[config.mk]
export PLATFORM = sky130hd
export DESIGN_NAME = tone_gen_top
export DESIGN_NICKNAME = d
export VERILOG_FILES = /design/src/rtl/tone_pkg.sv /design/src/rtl/tone_sync.sv /design/src/rtl/tone_select.sv /design/src/rtl/tone_divider.sv /design/src/rtl/tone_duty.sv /design/src/rtl/tone_gen_top.sv
export SDC_FILE = /design/constraint.sdc
export NUM_CORES = 1
export LEC_CHECK = 0
export ABC_AREA = 0
export BUFFER_PORTS_ARGS = -buffer_cell sky130_fd_sc_hd__clkbuf_2
export CAP_MARGIN = 15
export CORE_AREA = 2 2 63 65
export DETAILED_ROUTE_END_ITERATION = 10
export DIE_AREA = 0 0 65 67
export PLACE_DENSITY = 0.67
export SLEW_MARGIN = 20
export SYNTH_ARGS = -nofsm -noshare
export SYNTH_HDL_FRONTEND = slang
export SYNTH_SLANG_ARGS = --single-unit
[constraint.sdc]
create_clock -name clk -period 2.55 [get_ports clk]
set_clock_uncertainty 0.1 [all_clocks]
set_input_delay 0.1275 -clock clk [delete_from_list [all_inputs] [get_ports clk]]
set_output_delay 0.1275 -clock clk [all_outputs]
set_load 0.01 [all_outputs]
[src/rtl/tone_pkg.sv]
package tone_pkg;
  typedef enum logic [1:0] {
    NOTE_UP    = 2'd0,
    NOTE_RIGHT = 2'd1,
    NOTE_DOWN  = 2'd2,
    NOTE_LEFT  = 2'd3
  } note_e;

  typedef struct packed {
    logic up;
    logic right;
    logic down;
    logic left;
  } btn_t;

  localparam int DUTY_W = 8;

  function automatic int max_of4(input int a, input int b, input int c, input int d);
    int m;
    m = a;
    if (b > m) m = b;
    if (c > m) m = c;
    if (d > m) m = d;
    return m;
  endfunction
endpackage

[src/rtl/tone_sync.sv]
module tone_sync #(
  parameter int W = 4
) (
  input  logic         clk,
  input  logic         rst,
  input  logic [W-1:0] d_in,
  output logic [W-1:0] d_out
);
  logic [W-1:0] stage1;
  logic [W-1:0] stage2;

  always_ff @(posedge clk) begin
    if (rst) begin
      stage1 <= '0;
      stage2 <= '0;
    end else begin
      stage1 <= d_in;
      stage2 <= stage1;
    end
  end

  assign d_out = stage2;
endmodule

[src/rtl/tone_select.sv]
module tone_select
  import tone_pkg::*;
#(
  parameter int CNT_W   = 10,
  parameter int R_UP    = 665,
  parameter int R_RIGHT = 593,
  parameter int R_DOWN  = 498,
  parameter int R_LEFT  = 444
) (
  input  btn_t             btns,
  output logic             valid,
  output note_e            note,
  output logic [CNT_W-1:0] ratio
);
  always_comb begin
    valid = |btns;
    note  = NOTE_LEFT;
    if (btns.down)  note = NOTE_DOWN;
    if (btns.right) note = NOTE_RIGHT;
    if (btns.up)    note = NOTE_UP;
  end

  always_comb begin
    unique case (note)
      NOTE_UP:    ratio = CNT_W'(R_UP);
      NOTE_RIGHT: ratio = CNT_W'(R_RIGHT);
      NOTE_DOWN:  ratio = CNT_W'(R_DOWN);
      default:    ratio = CNT_W'(R_LEFT);
    endcase
  end
endmodule

[src/rtl/tone_divider.sv]
module tone_divider #(
  parameter int CNT_W = 10
) (
  input  logic             clk,
  input  logic             rst,
  input  logic             valid,
  input  logic [CNT_W-1:0] ratio,
  output logic             tick
);
  logic [CNT_W-1:0] cnt;
  logic [CNT_W-1:0] ratio_q;
  logic             phase;
  logic             restart;
  logic             wrap;

  assign restart = !valid || (ratio != ratio_q);
  assign wrap    = (cnt == ratio - 1'b1);
  assign tick    = !restart && wrap && phase;

  always_ff @(posedge clk) begin
    if (rst) begin
      cnt     <= '0;
      phase   <= 1'b0;
      ratio_q <= '0;
    end else begin
      ratio_q <= ratio;
      if (restart) begin
        cnt   <= '0;
        phase <= 1'b0;
      end else if (wrap) begin
        cnt   <= '0;
        phase <= ~phase;
      end else begin
        cnt <= cnt + 1'b1;
      end
    end
  end


  cnt_bound_chk: assert property (@(posedge clk) disable iff (rst)
    (valid && ratio == ratio_q) |-> (cnt < ratio));


  tick_spacing_chk: assert property (@(posedge clk) disable iff (rst)
    tick |=> !tick);


  idle_clear_chk: assert property (@(posedge clk) disable iff (rst)
    !valid |=> (cnt == '0 && !phase));
endmodule

[src/rtl/tone_duty.sv]
module tone_duty
  import tone_pkg::*;
(
  input  logic              clk,
  input  logic              rst,
  input  logic              valid,
  input  logic              tick,
  input  logic [DUTY_W-1:0] volume,
  output logic              pwm
);
  logic [DUTY_W-1:0] dcnt;

  always_ff @(posedge clk) begin
    if (rst || !valid) begin
      dcnt <= '0;
      pwm  <= 1'b0;
    end else if (tick) begin
      dcnt <= dcnt + 1'b1;
      pwm  <= (dcnt < volume);
    end
  end


  mute_chk: assert property (@(posedge clk) disable iff (rst)
    !valid |=> !pwm);


  silent_vol_chk: assert property (@(posedge clk) disable iff (rst)
    (valid && tick && volume == '0) |=> !pwm);


  duty_step_chk: assert property (@(posedge clk) disable iff (rst)
    (valid && tick) |=> (dcnt == DUTY_W'($past(dcnt) + 1'b1)));
endmodule

[src/rtl/tone_gen_top.sv]
module tone_gen_top
  import tone_pkg::*;
#(
  parameter int RATIO_UP    = 665,
  parameter int RATIO_RIGHT = 593,
  parameter int RATIO_DOWN  = 498,
  parameter int RATIO_LEFT  = 444
) (
  input  logic              clk,
  input  logic              rst_btn,
  input  logic              btn_up,
  input  logic              btn_right,
  input  logic              btn_down,
  input  logic              btn_left,
  input  logic [DUTY_W-1:0] volume,
  output logic              audio_out,
  output logic              amp_gain,
  output logic              amp_shdn_n
);
  localparam int RMAX  = max_of4(RATIO_UP, RATIO_RIGHT, RATIO_DOWN, RATIO_LEFT);
  localparam int CNT_W = (RMAX < 2) ? 1 : $clog2(RMAX + 1);

  btn_t             btn_raw;
  btn_t             btn_s;
  logic             sel_valid;
  note_e            sel_note;
  logic [CNT_W-1:0] sel_ratio;
  logic             tick;

  assign btn_raw = '{up: btn_up, right: btn_right, down: btn_down, left: btn_left};

  tone_sync #(.W(4)) u_sync (
    .clk   (clk),
    .rst   (rst_btn),
    .d_in  (btn_raw),
    .d_out (btn_s)
  );

  tone_select #(
    .CNT_W   (CNT_W),
    .R_UP    (RATIO_UP),
    .R_RIGHT (RATIO_RIGHT),
    .R_DOWN  (RATIO_DOWN),
    .R_LEFT  (RATIO_LEFT)
  ) u_select (
    .btns  (btn_s),
    .valid (sel_valid),
    .note  (sel_note),
    .ratio (sel_ratio)
  );

  tone_divider #(.CNT_W(CNT_W)) u_div (
    .clk   (clk),
    .rst   (rst_btn),
    .valid (sel_valid),
    .ratio (sel_ratio),
    .tick  (tick)
  );

  tone_duty u_duty (
    .clk    (clk),
    .rst    (rst_btn),
    .valid  (sel_valid),
    .tick   (tick),
    .volume (volume),
    .pwm    (audio_out)
  );

  assign amp_gain   = 1'b1;
  assign amp_shdn_n = 1'b1;


  rst_clear_chk: assert property (@(posedge clk)
    rst_btn |=> !audio_out);


  prio_up_chk: assert property (@(posedge clk) disable iff (rst_btn)
    btn_s.up |-> (sel_note == NOTE_UP && sel_ratio == CNT_W'(RATIO_UP)));


  prio_right_chk: assert property (@(posedge clk) disable iff (rst_btn)
    (btn_s.right && !btn_s.up) |-> (sel_note == NOTE_RIGHT));


  prio_down_chk: assert property (@(posedge clk) disable iff (rst_btn)
    (btn_s.down && !btn_s.up && !btn_s.right) |-> (sel_note == NOTE_DOWN));
endmodule

# Yosys cells after proc, flatten, opt, wreduce, memory -nomap -nowiden
# Index checks and enable logic that the tools add are counted.
[classes]
add_sub_neg = 3
mul = 0
div = 0
magnitude_cmp = 1
n_eq_ne = 4
shifts = 0
n_mux = 4
bitwise = 1
reduce_logical = 10
[ops]
columns = ["operator", "n"]
rows = [
  ["one-hot mux 10 bit (3 select lines)", 1],
  ["adder 10 x 1 -> 10 bit, second input constant", 1],
  ["== test 10 bit", 1],
  ["inequality test 10 bit", 1],
  ["subtractor 10 x 1 -> 10 bit, second input constant", 1],
  ["adder 8 x 1 -> 8 bit, second input constant", 1],
  ["less-than comparator 8 bit", 1],
  ["two-way mux 2 bit", 2],
  ["OR reduction 4 bit", 1],
  ["OR reduction 3 bit", 1],
  ["== test 2 x 1 -> 1 bit, second input constant", 1],
  ["== test 2 bit, second input constant", 1],
  ["logical AND 1 bit", 2],
  ["zero test 1 bit", 2],
  ["zero test 2 bit", 1],
  ["logical OR 1 bit", 2],
  ["OR reduction 2 bit", 1],
  ["two-way mux 1 bit", 1],
  ["NOT 1 bit", 1],
]
[totals]
register_bits = 38
latch_bits = 0
mem_bits_rw = 0
romBits = 0
input_bits = 14
out_inout_bits = 3
wordCells = 30
mem_count = 0

# Logic depth before layout (Yosys ltp)
# Gate-level depths: netlist of the first run.
[logic_depth]
word_depth = 10
ltp_mapped = 11

# By module
# A second synthesis of the first run with hierarchy kept.
[hier_totals]
hier_cells = 227
area_unflattened_um2 = 2074.5
[modules_own_cells]
columns = ["mod", "n_inst", "cells_per_inst", "area_each_um2", "seq_area_each_um2"]
rows = [
  ["tone_divider", 1, 128, 1159.9, 420.4],
  ["tone_duty", 1, 65, 580.6, 180.2],
  ["tone_sync", 1, 16, 210.2, 160.2],
  ["tone_select", 1, 15, 105.1, 0.0],
  ["tone_gen_top", 1, 3, 18.8, 0.0],
]

# Worst setup path before layout of the first run
# Ideal clock, no wire load.
[synth_timing]
path_type = "flip-flop to flip-flop"
startpoint = "register u_sync.stage2[2] (netlist: u_sync.d_out[2])"
endpoint = "register u_duty.dcnt[6]"
arrival_time_ns = 2.334
t_required_ns = 2.380
path_slack_ns = 0.045
path_stages_with_launch = 11
cell_sequence = "dfxtp_1 inv_1 a21o_1 ha_1 nor3b_1 a21oi_1 nor4_2 nand3_4 buf_6 or3_1 a21oi_1"
[synth_via]
elab_chain_cells = 9
elab_cells_between_ends = 16
classes_between = "add/sub (1); eq/ne (4); mux (3); reduce/logical (8)"
[synth_rtl]
columns = ["item", "line_no", "text"]
rows = [
  ["start, declared", "tone_sync.sv:10", "logic [W-1:0] stage2;"],
  ["start signal, assigned", "tone_sync.sv:18", "stage2 <= stage1;"],
  ["two-way mux 2 bit *", "tone_select.sv:19", "if (btns.right) note = NOTE_RIGHT;"],
  ["two-way mux 2 bit *", "tone_select.sv:20", "if (btns.up) note = NOTE_UP;"],
  ["== test 2 bit, or another cell as far along", "tone_select.sv:24", "unique case (note)"],
  ["one-hot mux 10 bit (3 select lines) *", "tone_select.sv:24", ""],
  ["via sel_ratio[3]", "tone_gen_top.sv:27", "logic [CNT_W-1:0] sel_ratio;"],
  ["branches (longest 3 deep; another with subtractor 10 x 1 -> 10 bit)", "-", ""],
  ["logical AND 1 bit * (2 in series)", "tone_divider.sv:18", "assign tick = !restart && wrap && phase;"],
  ["end signal, assigned", "tone_duty.sv:18", "dcnt <= dcnt + 1'b1;"],
  ["end, declared", "tone_duty.sv:11", "logic [DUTY_W-1:0] dcnt;"],
]
# Mark *: on every way through the listed nets, which the timed path passes.
# A chain may end at the register's enable or synchronous reset.

# Final worst setup path of the first run
[layout_timing]
startpoint = "register u_sync.stage2[2] (netlist: u_sync.d_out[2])"
endpoint = "register u_duty.pwm"
[layout_via]
elab_chain_cells = 9
elab_cells_between_ends = 16
classes_between = "add/sub (1); eq/ne (4); mux (3); reduce/logical (8)"
[layout_rtl]
columns = ["item", "line_no", "text"]
rows = [
  ["two-way mux 2 bit *", "tone_select.sv:19", ""],
  ["two-way mux 2 bit *", "tone_select.sv:20", ""],
  ["== test 2 bit, or another cell as far along", "tone_select.sv:24", ""],
  ["one-hot mux 10 bit (3 select lines) *", "tone_select.sv:24", ""],
  ["via sel_ratio[3]", "tone_gen_top.sv:27", ""],
  ["branches (longest 3 deep; another with subtractor 10 x 1 -> 10 bit)", "-", ""],
  ["logical AND 1 bit * (2 in series)", "tone_divider.sv:18", ""],
  ["end signal, assigned", "tone_duty.sv:19", "pwm <= (dcnt < volume);"],
  ["end, declared", "tone_duty.sv:9", "output logic pwm"],
]
# Marked as above.

==> flow_summary.ini, run 1 <==
[synth]
synth_seq_area_share_pct = 42.64
instance_count_of_the_mapped_netlist = 184
ys_warn_count = 0
yosys_reg_bits = 36
unique_masters_post_synth = 36
synth-simple-area-share_pct = 26.87
synth-edff-count = 0
synth_async_sr_flop_share_pct = 0
synth-compound-area-share_pct = 8.734
post-synth-top-area-cell = dfxtp_1
synth_top_area_share_pct = 42.64
synth_area_per_cell_um2 = 9.187
muxShareOfSynthArea_pct = 1.184
synthXorXnorAreaFrac_pct = 7.772
synth_top_family_by_area = simple AND/OR/NAND/NOR gates
arithmetic_cell_share_of_the_synthesized_area_counting_full_adders_half_adders_and_majority_gates_pct = 8.142
ys.flop_type = dfxtp_1
mappedNetlistArea_mm2 = 0.001690
post_synth_main_area_contributors = dfxtp_1 43%, ha_1 8.1%, xnor2_1 5.2%

[place]
globalplace.congestion = 0.7990
place_area_mm2 = 0.001813
hpwlAfterDp_um = 2231
place_inst = 245
placement.io_buffers = 14

[floorplan]
initial_utilization_pct = 46.88
io_pins = 17
die_height_um = 67
fp-row-count = 22
core_mm2 = 0.003606
die_area_mm2 = 0.004355
die_w_um = 65

[timing]
final-setup-viol-count = 0
finalCritPeriodShare_pct = 96.11
setup_total_negative_slack_ps = 0
maxClockFrequency_mhz = 408.0
final_hold_viol_count = 0
period_minus_slack_ps = 2451
worst_hold_slack_ps = 144.4
final_max_slew_viol_count = 0

[grt]
globalRoute.totalOverflow = 0
first_global_vias = 1315
antenna_violations_before_repair = 0
grt_pass1_wl_um = 5347
groute.usage.overall_pct = 16.11
largest_net_degree_at_the_start_of_global_routing = 18

[clocking]
tritoncts.num_buffers = 5
ctsRootBufferMaster = clkbuf_8
ctsHtreeMaxLevel = 2
tritoncts = done
clock_tree_buf_depth = 2
clkSinkCount = 36
clk_pin_slew_worst_paths_ps = 60
cts_post_setup_buffers_inserted = 0
clk-insertion-delay-late_ps = 280

[cells_and_area]
fillers = 324
antenna_cells = 0
post_route_cells_drive_above_1_share_pct = 19.52
finish.instance_area_mm2 = 0.002023
final_net_count = 234
final_cells = 258
utilization_pct = 56.11
syn_to_final_growth_pct = 19.69

[critical_path]
end_kind = flop
critical_path_class = flop to flop
worst-endpoint-required_ps = 2680
critical_path_arrival_ps = 2580
startpoint_type = flop
critical_path_peak_fanout = 6

[power_and_ir_drop]
switching_share_pct = 21.87
comb_power_share_pct = 8.2
sequentialPowerShare_pct = 54.3
clock_power_share_pct = 37.5
pwr_density_cell_mw_per_mm2 = 532.7
power.switching_mw = 0.2357
internal-power_mw = 0.8421
power.leakage_nw = 0.8342
ir_worst_vdd_v = 0.0003964

[route]
route.detailed.drc = 0
count_of_tritonroute_iterations_in_the_first_routing_pass = 4
antenna_left = 0
vias_after_detailed_routing = 1307
detail_route.iter0.violations = 71
avgRoutedWirePerCell_um = 12.49
drt-total-wl_um = 3223
drt-vias-per-instance = 5.066

[worst_hold_path]
hold_path.class = input port to flop

[run]
drv.max_cap_violation_count = 0

[run_status]
run_status = complete, no violations
## sequential cells by signal (all words and copies together) (netlist names)
signal / flops
u_div.cnt: 10
u_div.phase: 1
u_div.ratio_q: 8
u_duty.dcnt: 8
u_duty.pwm: 1
u_sync.d_out: 4
u_sync.stage1: 4
## metrics by stage
stage | power [mW] | worst slack, ps
floorplan | 0.6483 | 45.22
global placement | 0.6665 | 108.0
detailed placement | 0.6692 | 7.452
CTS | 1.077 | 3.747
global route | 1.125 | -52.59
finish | 1.078 | 99.29
## placed cells by master (no fill, tap or decap), types with 2 or more instances in the layout
cell	n
or3_1	4
clkbuf_2	14
dfxtp_1	34
xor2_1	5
ha_1	9
nand2_1	8
o21ai_0	3
nor2_1	21
clkbuf_8	6
conb_1	2
nand4_1	4
nor3_1	2
a21oi_2	2
nand3b_1	2
nand2b_1	2
a21o_1	3
buf_4	3
dlygate4sd3_1	4
a21oi_1	8
mux2i_1	2
and3_1	5
xnor2_1	9
inv_1	11
nand3_1	6
o21ai_1	4
clkbuf_1	2
nor2b_1	13
or3_4	2
## power groups by stage
stage / logic (mW) / registers, mW / clock network, mW
detailed placement: 0.0727 / 0.597 / 0
finish: 0.0886 / 0.585 / 0.404
floorplan: 0.0537 / 0.595 / 0
global placement: 0.0705 / 0.596 / 0
CTS: 0.0780 / 0.584 / 0.415
global route: 0.0995 / 0.586 / 0.439
## synthesized netlist by cell type, types with 5 or more instances
cell type  number
nor2_1         21
xnor2_1        10
nand3_1         6
xor2_1          5
and3_1          5
nor2b_1        13
ha_1           11
inv_1          11
dfxtp_1        36
a21oi_1        10
nand2_1         8
or3_1           6
## final cells by class
cell class	count	area, um^2	area share, %
inverters	11	41.29	2.041
well taps	48	60.06	2.968
clock buffers	8	90.09	4.453
flip-flops and latches	36	725.7	35.87
multi-input cells	134	973.4	48.11
repair buffers	21	132.6	6.555
## repair_timing
item                       4_1_cts  5_1_grt
hold endpoints to repair         4        0
gates resized for setup          0       16
setup endpoints to repair        3       18
pin swaps                        1       11
hold buffers                     4        0
cloned                           0        1
## metal layers
layer | up-vias | part of all wire (%) | GRT usage (%)
li1 | 670 | - | -
met4 | 0 | 1.7 | 7.979
met5 | - | 0 | 0
met1 | 606 | 42 | 16.89
met3 | 5 | 3.7 | 4.561
met2 | 26 | 53 | 29.38
## path summary, 6_finish.rpt
| check | slack [ps] | startpoint | cells after the start | to |
|---|---|---|---|---|
| worst min register to register | 340 | u_sync.stage1[2] | 1 | u_sync.d_out[2] |
| worst min-delay path | 140 | rst_btn | 2 | u_sync.d_out[2] |
| worst max register to register | 100 | u_sync.d_out[2] | 9 | u_duty.pwm |
| worst max-delay path | 100 | u_sync.d_out[2] | 9 | u_duty.pwm |
## cell families (layout without fill, tap and decap cells)
group	Yosys count	count (layout)
DFF	36	36
muxes	2	2
other	1	2
AOI/OAI and AO/OA	23	23
xor gates and xnor gates	15	15
adders and majority gates	11	11
buffers and inverters	16	40
and+or+nand+nor	80	81
## worst max-delay path, stage by stage (launching register included)
cell       delay [ps]
dfxtp_4           380
inv_1              40
a21o_1            180
ha_4              300
and3b_1           180
o21ai_2            80
a2111oi_4         450
nand3_2           210
or3_1             410
nand2_1            70
No activity file was read; power rests on OpenSTA's default activity.
==> run 2: changes to the inputs <==
Settings changed: ABC_CLOCK_PERIOD_IN_PS set to 2950, PLACE_DENSITY 0.67 to not set.
Clock period 2.55 ns to 2.95 ns, I/O delays scaled along.
==> run 2 against run 1 <==
Compared with the run above: register-to-register slack improved by 220 ps; via count fell by 5.0%; routed wire length fell by 9.7%; clock power fell by 8.7%; critical path depth fell by 1; sequential power fell by 14%; count of clock-buffer cells in the layout fell by 1; global-route usage rose by 0.25 points; sequential cell count did not move; largest power group unchanged; highest routed layer unchanged.
==> flow_summary.ini, run 2 (synthesis gave the netlist of run 1 again) <==
[run_status]
run_status = complete, no violations

[grt]
groute.usage.overall_pct = 16.35
antenna_violations_before_repair = 0
globalRoute.totalOverflow = 0
first_global_vias = 1307
grt_pass1_wl_um = 5278
largest_net_degree_at_the_start_of_global_routing = 18

[timing]
setup_total_negative_slack_ps = 0
finalCritPeriodShare_pct = 89.02
final_hold_viol_count = 0
rsz0062_at_grt = no
final_max_slew_viol_count = 0
fin_ws_ps = 324.0
maxClockFrequency_mhz = 380.8
worst_hold_slack_ps = 137.6
final-setup-viol-count = 0
period_minus_slack_ps = 2626

[floorplan]
die_area_mm2 = 0.004355
core_mm2 = 0.003606
die_w_um = 65
die_height_um = 67
initial_utilization_pct = 46.88
fp-row-count = 22
io_pins = 17

[critical_path]
rr_worst_depth = 8
worst-endpoint-required_ps = 3070
startpoint_type = flop
r2r_slack_ps = 320
r2r-start = u_sync.d_out[2]
critical_path_class = flop to flop
critPathCapture = u_duty.dcnt[5]
end_kind = flop
r2r-end = u_duty.dcnt[5]
critical_path_arrival_ps = 2750
critical_path_peak_fanout = 14
cp-startpoint = u_sync.d_out[2]

[power_and_ir_drop]
power.switching_mw = 0.2004
sequentialPowerShare_pct = 53.8
comb_power_share_pct = 6.9
switching_share_pct = 21.35
power.leakage_nw = 0.7997
ir_worst_vdd_v = 0.0003351
pwr_density_cell_mw_per_mm2 = 485.4
internal-power_mw = 0.7386
clock_power_share_pct = 39.3

[clocking]
clk-insertion-delay-late_ps = 290
tritoncts = done
post_cts.resized_instances = 0
ctsRootBufferMaster = clkbuf_8
tritoncts.num_buffers = 5
clkSinkCount = 36
clock_tree_buf_depth = 2
ctsHtreeMaxLevel = 2
clk_pin_slew_worst_paths_ps = 70

[route]
drt-vias-per-instance = 4.886
avgRoutedWirePerCell_um = 11.45
antenna_left = 0
route.detailed.drc = 0
count_of_tritonroute_iterations_in_the_first_routing_pass = 3
drt-total-wl_um = 2909
vias_after_detailed_routing = 1241
detail_route.iter0.violations = 40

[cells_and_area]
most-common-layout-cells = 36 x dfxtp_1, 21 x nor2_1, 14 x clkbuf_2, 13 x nor2b_1
flip_flop_count_of_the_largest_register_after_layout = 10
post_route_cells_drive_above_1_share_pct = 13.11
syn_to_final_growth_pct = 14.43
final_net_count = 231
regMostFlops = u_div.cnt
final_common_cell = dfxtp_1
antenna_cells = 0
reg_top3 = u_div.cnt (10), u_div.ratio_q (8), u_duty.dcnt (8)

[place]
hpwlAfterDp_um = 2176
detailedPlace.worstSlack_ps = 321.5
globalplace.congestion = 0.7667
placement.io_buffers = 14

[worst_hold_path]
hold_path.class = input port to flop

[run]
drv.max_cap_violation_count = 0
==> run 2: cell count changes in the layout (fill, tap and decap cells not counted), moves of 2 or more <==
cell	before	now
a21oi_1	8	10
a21oi_2	2	0
buf_4	3	1
clkbuf_1	2	0
dfxtp_1	34	36
ha_1	9	11
or3_1	4	6
or3_4	2	0
==> run 2: repair_timing <==
item | CTS | global route
endpoints found under the hold margin | 4 | 0
setup buffers | 0 | 0
hold buffers | 4 | 0
==> run 2: per-layer routing <==
layer	routed length, um	up-vias	GRT usage, %
met4	47	0	6.383
met2	1468	16	30.54
met1	1268	561	16.04
li1	-	658	-
met5	0	-	0
met3	124	6	6.588
==> run 2: how the worst min path moves through the flow <==
stage                        start          endpoint  slack, ps  depth (start not counted)
after detailed placement  btn_left  u_sync.stage1[0]        270                          2
after CTS                  rst_btn  u_div.ratio_q[6]        140                          2
after global routing       rst_btn  u_div.ratio_q[6]        170                          2
after global placement    btn_left  u_sync.stage1[0]        260                          2
final                      rst_btn  u_div.ratio_q[6]        140                          2
after floorplan            rst_btn  u_div.ratio_q[1]        120                          1
==> run 2: layout make-up <==
class | instances | area (um^2)
flip-flops and latches | 36 | 720.7
well taps | 48 | 60.06
inverters | 11 | 41.29
fillers | 356 | 1672
clock buffers | 7 | 96.34
repair buffers | 19 | 117.6
multi-input cells | 133 | 898.4
==> run 2: through the flow <==
stage | util (%) | cell area, um^2 | total power, mW | instances
2_1_floorplan | - | 1694 | 0.5604 | 185
6_report | 53.64 | 1934 | 0.9390 | 254
3_3_place_gp | 49.86 | 1798 | 0.5758 | 243
3_5_place_dp | 49.86 | 1798 | 0.5774 | 243
4_1_cts | 53.64 | 1934 | 0.9549 | 254
5_1_grt | 53.64 | 1934 | 0.9888 | 254
==> run 2: power groups by stage <==
stage | registers, mW | clock network, mW | logic, mW
floorplan | 0.514 | 0 | 0.0464
global placement | 0.515 | 0 | 0.0604
detailed placement | 0.516 | 0 | 0.0615
CTS | 0.505 | 0.384 | 0.0659
global route | 0.506 | 0.408 | 0.0750
finish | 0.505 | 0.369 | 0.0649
==> run 2: critical path, stage by stage, from the launching register on <==
cell	delay, ps
dfxtp_1	350
nor2_2	320
ha_1	350
nor3b_1	200
o21ai_0	150
a2111oi_4	330
nand3_4	220
or3_1	390
a21oi_1	140
